===== src/rtl/irqc_pkg.sv =====
package irqc_pkg;
  // Register offsets inside one bank window
  localparam int OFS_PEND  = 'h0;
  localparam int OFS_MASK  = 'h4;
  localparam int OFS_CLEAR = 'h8;
  localparam int OFS_LEVEL = 'hC;
endpackage


===== src/rtl/irqc_decode.sv =====
module irqc_decode #(
  parameter int AW = 12,
  parameter int NB = 2,
  parameter int SL = 4,
  parameter logic [AW-1:0] BASE = 'h10
) (
  input  logic          valid,
  input  logic          we,
  input  logic [AW-1:0] addr,
  output logic [NB-1:0] sel,
  output logic          hit,
  output logic [SL-1:0] ofs,
  output logic [NB-1:0] mask_we,
  output logic [NB-1:0] clr_we
);
  import irqc_pkg::*;

  logic [AW-1:0] rel;
  logic [AW-1:0] idx;

  always_comb begin
    rel = addr - BASE;
    idx = rel >> SL;
    hit = (idx < AW'(NB));
    ofs = addr[SL-1:0];
  end

  for (genvar b = 0; b < NB; b++) begin : g_sel
    assign sel[b]     = hit && (idx == AW'(b));
    assign mask_we[b] = valid && we && sel[b] && (ofs == SL'(OFS_MASK));
    assign clr_we[b]  = valid && we && sel[b] && (ofs == SL'(OFS_CLEAR));
  end
endmodule


===== src/rtl/irqc_bank.sv =====
module irqc_bank #(
  parameter int W = 32,
  parameter logic [W-1:0] LVL_CFG = '0
) (
  input  logic         clk,
  input  logic         rst,
  input  logic [W-1:0] line_in,
  input  logic         mask_we,
  input  logic         clr_we,
  input  logic [W-1:0] wdata,
  output logic [W-1:0] pend,
  output logic [W-1:0] mask,
  output logic [W-1:0] levels,
  output logic         req
);
  logic [W-1:0] rise_edge;
  logic [W-1:0] clr_bits;
  logic [W-1:0] pend_nxt;

  always_comb begin
    // levels holds last sample, so it doubles as edge history
    rise_edge = line_in & ~levels & ~LVL_CFG;
    clr_bits  = clr_we ? (wdata & ~LVL_CFG) : '0;
    pend_nxt  = (pend & ~clr_bits) | rise_edge;
  end

  always_ff @(posedge clk) begin
    if (rst) begin
      pend   <= '0;
      mask   <= '0;
      levels <= '0;
    end else begin
      levels <= line_in;
      pend   <= pend_nxt;
      if (mask_we) mask <= wdata;
    end
  end

  assign req = |((pend | (levels & LVL_CFG)) & mask);

  AST_LEVELS_TRACK: assert property (@(posedge clk) disable iff (rst)
    !$past(rst) |-> (levels == $past(line_in)));
  AST_RISE_LATCH: assert property (@(posedge clk) disable iff (rst)
    !$past(rst) |-> ((pend & $past(rise_edge)) == $past(rise_edge)));
  AST_LEVEL_NO_PEND: assert property (@(posedge clk) disable iff (rst)
    (pend & LVL_CFG) == '0);
  AST_CLEAR_WORKS: assert property (@(posedge clk) disable iff (rst)
    (!$past(rst) && $past(clr_we)) |->
      ((pend & $past(wdata & ~LVL_CFG & ~rise_edge)) == '0));
  AST_MASK_LOAD: assert property (@(posedge clk) disable iff (rst)
    (!$past(rst) && $past(mask_we)) |-> (mask == $past(wdata)));
endmodule


===== src/rtl/irq_ctrl_dual.sv =====
module irq_ctrl_dual #(
  parameter int W  = 32,
  parameter int NB = 2,
  parameter int AW = 12,
  parameter int SL = 4,
  parameter logic [AW-1:0] BASE = 'h10,
  parameter logic [NB*W-1:0] LVL_MAP = {32'h1FF00000, 32'h00000000}
) (
  input  logic            clk,
  input  logic            rst,
  input  logic [NB*W-1:0] irq_lines,
  input  logic            bus_valid,
  input  logic            bus_we,
  input  logic [AW-1:0]   bus_addr,
  input  logic [W-1:0]    bus_wdata,
  output logic [W-1:0]    bus_rdata,
  output logic            irq_out
);
  import irqc_pkg::*;

  logic [NB-1:0] sel;
  logic          hit;
  logic [SL-1:0] ofs;
  logic [NB-1:0] mask_we;
  logic [NB-1:0] clr_we;
  logic [NB-1:0] req;
  logic [W-1:0]  pend_a [NB];
  logic [W-1:0]  mask_a [NB];
  logic [W-1:0]  lvl_a  [NB];

  irqc_decode #(.AW(AW), .NB(NB), .SL(SL), .BASE(BASE)) u_dec (
    .valid(bus_valid), .we(bus_we), .addr(bus_addr),
    .sel(sel), .hit(hit), .ofs(ofs), .mask_we(mask_we), .clr_we(clr_we)
  );

  for (genvar b = 0; b < NB; b++) begin : g_bank
    // highest line group feeds bank 0
    localparam int GRP = NB - 1 - b;
    irqc_bank #(.W(W), .LVL_CFG(LVL_MAP[b*W +: W])) u_bank (
      .clk(clk), .rst(rst),
      .line_in(irq_lines[GRP*W +: W]),
      .mask_we(mask_we[b]), .clr_we(clr_we[b]), .wdata(bus_wdata),
      .pend(pend_a[b]), .mask(mask_a[b]), .levels(lvl_a[b]), .req(req[b])
    );
  end

  always_comb begin
    bus_rdata = '0;
    for (int b = 0; b < NB; b++) begin
      if (bus_valid && !bus_we && sel[b]) begin
        if (ofs == SL'(OFS_PEND))  bus_rdata = pend_a[b];
        if (ofs == SL'(OFS_MASK))  bus_rdata = mask_a[b];
        if (ofs == SL'(OFS_LEVEL)) bus_rdata = lvl_a[b];
      end
    end
  end

  assign irq_out = |req;

  AST_OUTSIDE_ZERO: assert property (@(posedge clk) disable iff (rst)
    (bus_valid && !hit) |-> (bus_rdata == '0));
endmodule


===== config.mk =====
export PLATFORM = sky130hd
export DESIGN_NAME = irq_ctrl_dual
export DESIGN_NICKNAME = d
export VERILOG_FILES = /design/src/rtl/irqc_pkg.sv /design/src/rtl/irqc_decode.sv /design/src/rtl/irqc_bank.sv /design/src/rtl/irq_ctrl_dual.sv
export SDC_FILE = /design/constraint.sdc
export NUM_CORES = 1
export LEC_CHECK = 0
export BUFFER_PORTS_ARGS = -buffer_cell sky130_fd_sc_hd__buf_2
export CAP_MARGIN = 0
export CORE_MARGIN = 1.5
export CORE_UTILIZATION = 30
export CTS_BUF_LIST = sky130_fd_sc_hd__clkbuf_16
export CTS_CLUSTER_SIZE = 16
export DETAILED_ROUTE_END_ITERATION = 8
export PLACE_DENSITY = 0.56
export SETUP_SLACK_MARGIN = 0.2
export SYNTH_ARGS = -nofsm -noshare
export SYNTH_HDL_FRONTEND = slang
export SYNTH_SLANG_ARGS = --single-unit
export TNS_END_PERCENT = 20

===== constraint.sdc =====
create_clock -name clk -period 4.7 [get_ports clk]
set_input_delay 0 -clock clk [delete_from_list [all_inputs] [get_ports clk]]
set_output_delay 0 -clock clk [all_outputs]
set_load 0.1 [all_outputs]

Yosys cells after proc, flatten, opt, wreduce, memory -nomap -nowiden
Index checks and enable logic that the tools add are counted.
Word-level totals
  output and inout port bits: 33
  register bits after elaboration: 192
  input bits: 112
  word-level logic and storage cells: 51
Cells by class
  magnitude comparators: 1
  muxes and demuxes: 10
  equality and inequality tests: 4
  reduce and logical (&&, ||, !) cells: 16
  add/subtract/negate cells: 1
  bitwise logic cells: 13
Operators by type and width (number)
  2-to-1 mux 32 bit: 10
  AND 32 bit: 6
  inverter 32 bit: 4
  OR 32 bit: 2
  OR reduction 64 bit: 1
  OR 32 x 29 -> 32 bit: 1
  logical AND 1 bit: 12
  logical NOT 12 bit: 1
  subtractor 12 x 5 -> 12 bit, second input constant: 1
  equality test 4 bit, second input constant: 2
  equality test 8 x 1 -> 1 bit, second input constant: 1
  < comparator 8 x 2 -> 1 bit, second input constant: 1
  equality test 4 x 3 -> 1 bit, second input constant: 1
  logical NOT 4 bit: 1
  logical NOT 1 bit: 1

Longest topological paths before layout
  word-level depth: 9
  mapped depth: 9
  gate-level depth less buffers: 7

Cells and area by module
A second synthesis with hierarchy kept.
Second synthesis, totals
  cells, all modules: 913
  area total of the unflattened synthesis: 8316.7 sq um
Modules (own cells, without submodules)
  irqc_bank at g_bank[0].u_bank: instances 1, area each 3399.5 sq um, cells an instance 359, sequential area each 1921.8 sq um
  irqc_bank at g_bank[1].u_bank: instances 1, area each 3113.0 sq um, cells an instance 322, sequential area each 1741.7 sq um
  irq_ctrl_dual: instances 1, area each 1580.3 sq um, cells an instance 201, sequential area each 0.0 sq um
  irqc_decode: instances 1, area each 224.0 sq um, cells an instance 31, sequential area each 0.0 sq um

Least setup slack after synthesis
Ideal clock, no wire load.
  kind: input to output
  start: input port bus_addr[4]
  end: output port bus_rdata[0]
  slack: 1087 ps
  cell stages on the path: 9
  arrival time: 3613 ps
  buffers on the path: 2
  cells stage by stage: inv_1 > ha_1 > inv_1 > o2111ai_2 > or3_1 > clkbuf_1 > clkbuf_1 > o21ai_0 > a221oi_1
On the way
  cells in the longest elaborated chain, start to end: 9
  elaborated cells on any way between the ends: 13
  those cells by class: add/sub: 1; order compare: 1; eq/ne: 1; mux: 5; reduce/logical: 5
RTL lines
  start: declaration: line irq_ctrl_dual.sv:14  | input logic [AW-1:0] bus_addr,
  subtractor 12 x 5 -> 12 bit (*): line irqc_decode.sv:22  | rel = addr - BASE;
  < comparator 8 x 2 -> 1 bit / logical NOT 12 bit (equally long branches): line irqc_decode.sv:24, irqc_decode.sv:29
  logical AND 1 bit: line irqc_decode.sv:29  | assign sel[b] = hit && (idx == AW'(b));
  logical AND 1 bit: line irq_ctrl_dual.sv:50  | if (bus_valid && !bus_we && sel[b]) begin
  2-to-1 mux 32 bit: line irq_ctrl_dual.sv:50
  2-to-1 mux 32 bit: line irq_ctrl_dual.sv:51  | if (ofs == SL'(OFS_PEND)) bus_rdata = pend_a[b];
  2-to-1 mux 32 bit: line irq_ctrl_dual.sv:52  | if (ofs == SL'(OFS_MASK)) bus_rdata = mask_a[b];
  2-to-1 mux 32 bit: line irq_ctrl_dual.sv:53  | if (ofs == SL'(OFS_LEVEL)) bus_rdata = lvl_a[b];
  2-to-1 mux 32 bit (*): line irq_ctrl_dual.sv:50
  end: declaration: line irq_ctrl_dual.sv:16  | output logic [W-1:0] bus_rdata,
Mark *: on every way between the ends. The rest lies on a longest branch, timed or not.

Worst setup path after layout
  start: input port bus_addr[3]
  end: output port bus_rdata[1]
On the way
  cells in the longest elaborated chain, start to end: 9
  elaborated cells on any way between the ends: 19
  those cells by class: add/sub: 1; order compare: 1; eq/ne: 3; mux: 8; reduce/logical: 6
RTL lines
  subtractor 12 x 5 -> 12 bit / logical NOT 4 bit (equally long branches): line irqc_decode.sv:22, irq_ctrl_dual.sv:51
  < comparator 8 x 2 -> 1 bit, or another cell as far along: line irqc_decode.sv:24  | hit = (idx < AW'(NB));
  logical AND 1 bit / 2-to-1 mux 32 bit (equally long branches): line irqc_decode.sv:29, irq_ctrl_dual.sv:52
  logical AND 1 bit / 2-to-1 mux 32 bit (equally long branches): line irq_ctrl_dual.sv:50, irq_ctrl_dual.sv:53
  2-to-1 mux 32 bit: line irq_ctrl_dual.sv:50
  2-to-1 mux 32 bit: line irq_ctrl_dual.sv:51
  2-to-1 mux 32 bit: line irq_ctrl_dual.sv:52
  2-to-1 mux 32 bit: line irq_ctrl_dual.sv:53
  2-to-1 mux 32 bit (*): line irq_ctrl_dual.sv:50
Marked as above.

==> results.md <==
* Outcome: finished clean
* Max Slew Vio Count at 0
* ANT cells at 0
* PwrDens at ~300 mW/mm2
* Post-CTS Setup Bufs at 0
* Max Used Layer: met4
* # DRC at 0
* Placed Area at 0.00961 mm2
* Max Cap Viol at 0
* Crit path DAT at roughly 3 ns
* Fin worst setup slack at ~1.7 ns
* Reg clk slew, reported paths at roughly 0.07 ns
* Clk_lat worst skew at ~0.43 ns
* Post-DP HPWL at between 15 and 20 mm
* Seq/Total Area, Yosys at between 40% and 50%
* Most common cell after layout, fill and taps aside: dfxtp_1
* WL met1 at 14.1 mm
* Post-synth EDFFs at 0
* Post-DRT Antenna Nets at 0
* Initial DRC Count at between 500 and 600
* Worst path slowest cell: and2_1
* CTS buffer count at 17
* Setup clock skew after layout at a little under 0.008 ns
* Share of cells above drive strength 1 at between 10% and 20%
* Post-layout utilization of the core at 40.6%
* Number of setup violations in the final report at 0
* Fin area at 0.0113 mm2
* Worst path max stage delay at 0.59 ns
* Crit start category: primary input
* Worst reg-to-reg path cell count at 4
* WL met2 at 13.0 mm
* Die height at 171 um
* Netlist cell types at 35
* Yosys warning total at 0
* Hold-critical path depth at 5
* Pleak at 4.75 nW
* Avg Synthesized Cell Area at slightly below 10 um2
* Place WS at about 1.7 ns
* Core ar. at around 0.028 mm2
* FILL cells at ~2800
* RR Endpoint: g_bank[0].u_bank.pend[27]$_SDFF_PP0_
* Final setup TNS at 0 ns
* CP Capture Type: output port
* Worst hold endpoint: g_bank[0].u_bank.mask[21]$_SDFFE_PP0P_
* Final Non-Filler Cells at roughly 1500
* Largest net degree at the start of global routing at 64
* Mapped Cells at ~900
* DR WL met3 at 1.36 mm
* Vias at approximately 7500
* Peak supply drop at 0.231 mV
* Area Overhead vs Synth at 33.0%
* Vias per cell at around 5
* Hold Fails Final Rpt at 0
* Die X-Extent at approximately 170 um
* Synth Cell Area at between 0.008 and 0.009 mm2
* Root Driver: clkbuf_16
* CP top delay family: buffers and inverters
* Prevailing post-synth register cell: dfxtp_1
* Overflow after GRT at 0
* Sequential Area at ~0.0037 mm2
* Critical path type: primary input to output port
* Worst Hold Launch: bus_we
* Port bufs at roughly 140
* First-pass GRT wire length at 43.5 mm
* Period utilization at between 60% and 70%
* Vias in the first global route at roughly 7400
* Critical-path cell list: buf_2 > buf_4 > and2_1 > buf_4 > nand2_1 > o21ai_0 > a21boi_0 > a221oi_1 > buf_2
* CTS tree: yes
* Final min period at 3.01 ns
* Most frequent cells in the layout: dfxtp_1 (183), buf_2 (142), mux2i_1 (128)
* Core Rows at 61
* Area of the multi-input gates at about 0.0046 mm2
* CTS Buffer Depth at 2
* #FFs+latches synth at about 180
* Worst slew pin tran at about 1.3 ns
* Crit-path max FO at 24
* Reg2reg setup slack at roughly 3.2 ns
* Syn_nets at 995
* H-tree Lvls at 4
* Peak Freq at between 0.3 and 0.4 GHz
* Initial antenna violation count at 0
* Routed len/inst at slightly below 20 um
* Initial core utilization at a little under a third
* Setup crit start: bus_addr[3]
* Worst R2R Start: g_bank[0].u_bank.levels[27]$_SDFF_PP0_
* Async SR Flop Fraction at 0%
* TritonRoute pass-1 iters at 5
* Gr usage total at about a fifth
* DRT Wirelength at 28.8 mm
* Sink Count at between 150 and 200
* Worst EP required at 4.70 ns
* Nets@finish at around 1200
* CP Buf/Inv Count at 4
* Io pins at 145
* Slew headroom at ~16%
* Hold Path Class: primary input to flip-flop
* Inst Count DP at 1353
* Die Area at slightly below 0.03 mm2
* Final GP Congestion at 0.790
* RSZ-0062 raised after global routing: no
-- through the flow --
step,hold slack [ns],power (mW)
finish,0.207,3.47
detailed placement,0.214,2.01
global placement,0.216,2.00
CTS,0.189,3.50
global route,0.228,3.60
floorplan,0.109,1.87
-- metal layers --
metal | track usage (%) | vias to the layer above
met2 | 31.6 | 181
li1 | - | 3648
met1 | 27.2 | 3618
met5 | 0 | -
met4 | 5.72 | 0
met3 | 3.68 | 21
-- power by group --
group	switching, mW	leakage [nW]	total [mW]	internal [mW]
registers	0.0515	1.51	1.67	1.62
clock network	0.641	0.281	1.42	0.776
logic	0.186	2.96	0.381	0.195
total	0.879	4.75	3.47	2.59
-- flip-flops by register name, summed over array words and instances (netlist names) --
register	cells
g_bank.u_bank.pend	55
g_bank.u_bank.mask	64
g_bank.u_bank.levels	64
-- cell type report --
class                           count  area share (%)
Clock inverter                     14            1.21
Tap cell                          378            4.18
Multi-Input combinational cell    630            40.7
Inverter                            4           0.133
Clock buffer                       17            3.76
Sequential cell                   183            32.4
Timing Repair Buffer              272            17.7
-- how the worst max path moves through the flow --
stage	slack [ns]	end	cells after the start
finish	1.69	bus_rdata[1]	9
global route	1.57	bus_rdata[29]	7
CTS	1.75	bus_rdata[29]	7
detailed placement	1.74	bus_rdata[29]	7
global placement	1.79	bus_rdata[19]	7
floorplan	1.09	bus_rdata[0]	9
-- timing repair --
item | 4_1_cts | 5_1_grt
endpoints found under the setup margin | 0 | 0
endpoints found under the hold margin | 183 | 0
resized for setup | 0 | 0
hold buffers | 114 | 0
-- cells in the mapped netlist, drive strengths merged (2+ instances only) --
| cell | n | share of area (%) |
|---|---|---|
| dfxtp | 183 | 43 |
| mux2i | 128 | 15 |
| nor2b | 120 | 8.8 |
| nor2 | 81 | 3.6 |
| a311oi | 55 | 5.7 |
| nand2b | 55 | 4.0 |
| clkbuf | 49 | 2.2 |
| o21ai | 40 | 2.4 |
| a221oi | 36 | 5.0 |
| nand2 | 25 | 1.1 |
| a21boi | 20 | 1.8 |
| a22o | 16 | 1.6 |
| a21oi | 15 | 0.88 |
| buf | 14 | 1.1 |
| o22ai | 12 | 0.88 |
| inv | 4 | 0.18 |
| nand3b | 4 | 0.35 |
| nand4 | 4 | 0.29 |
| nor4 | 4 | 0.62 |
| ha | 3 | 0.44 |
| or4 | 3 | 0.26 |
| nor3 | 2 | 0.12 |
-- worst reg2reg max path, delay by kind of cell, from the launching register on --
kind | cells | cell delay (ns)
AND/OR/NAND/NOR | 2 | 0.28
AO/OA/AOI/OAI | 1 | 0.24
flip-flops | 1 | 0.31
buffers and inverters | 1 | 0.59
-- logic make-up after synthesis --
| logic type | count (synthesis) | share of synthesized area [%] |
|---|---|---|
| DFF | 183 | 43.0 |
| and+or+nand+nor | 301 | 19.4 |
| AOI/OAI and AO/OA | 198 | 18.6 |
| adders and majority gates | 3 | 0.441 |
| muxes | 128 | 15.1 |
| buffers and inverters | 67 | 3.45 |
Note: power is estimated with default switching activity, not from simulation.
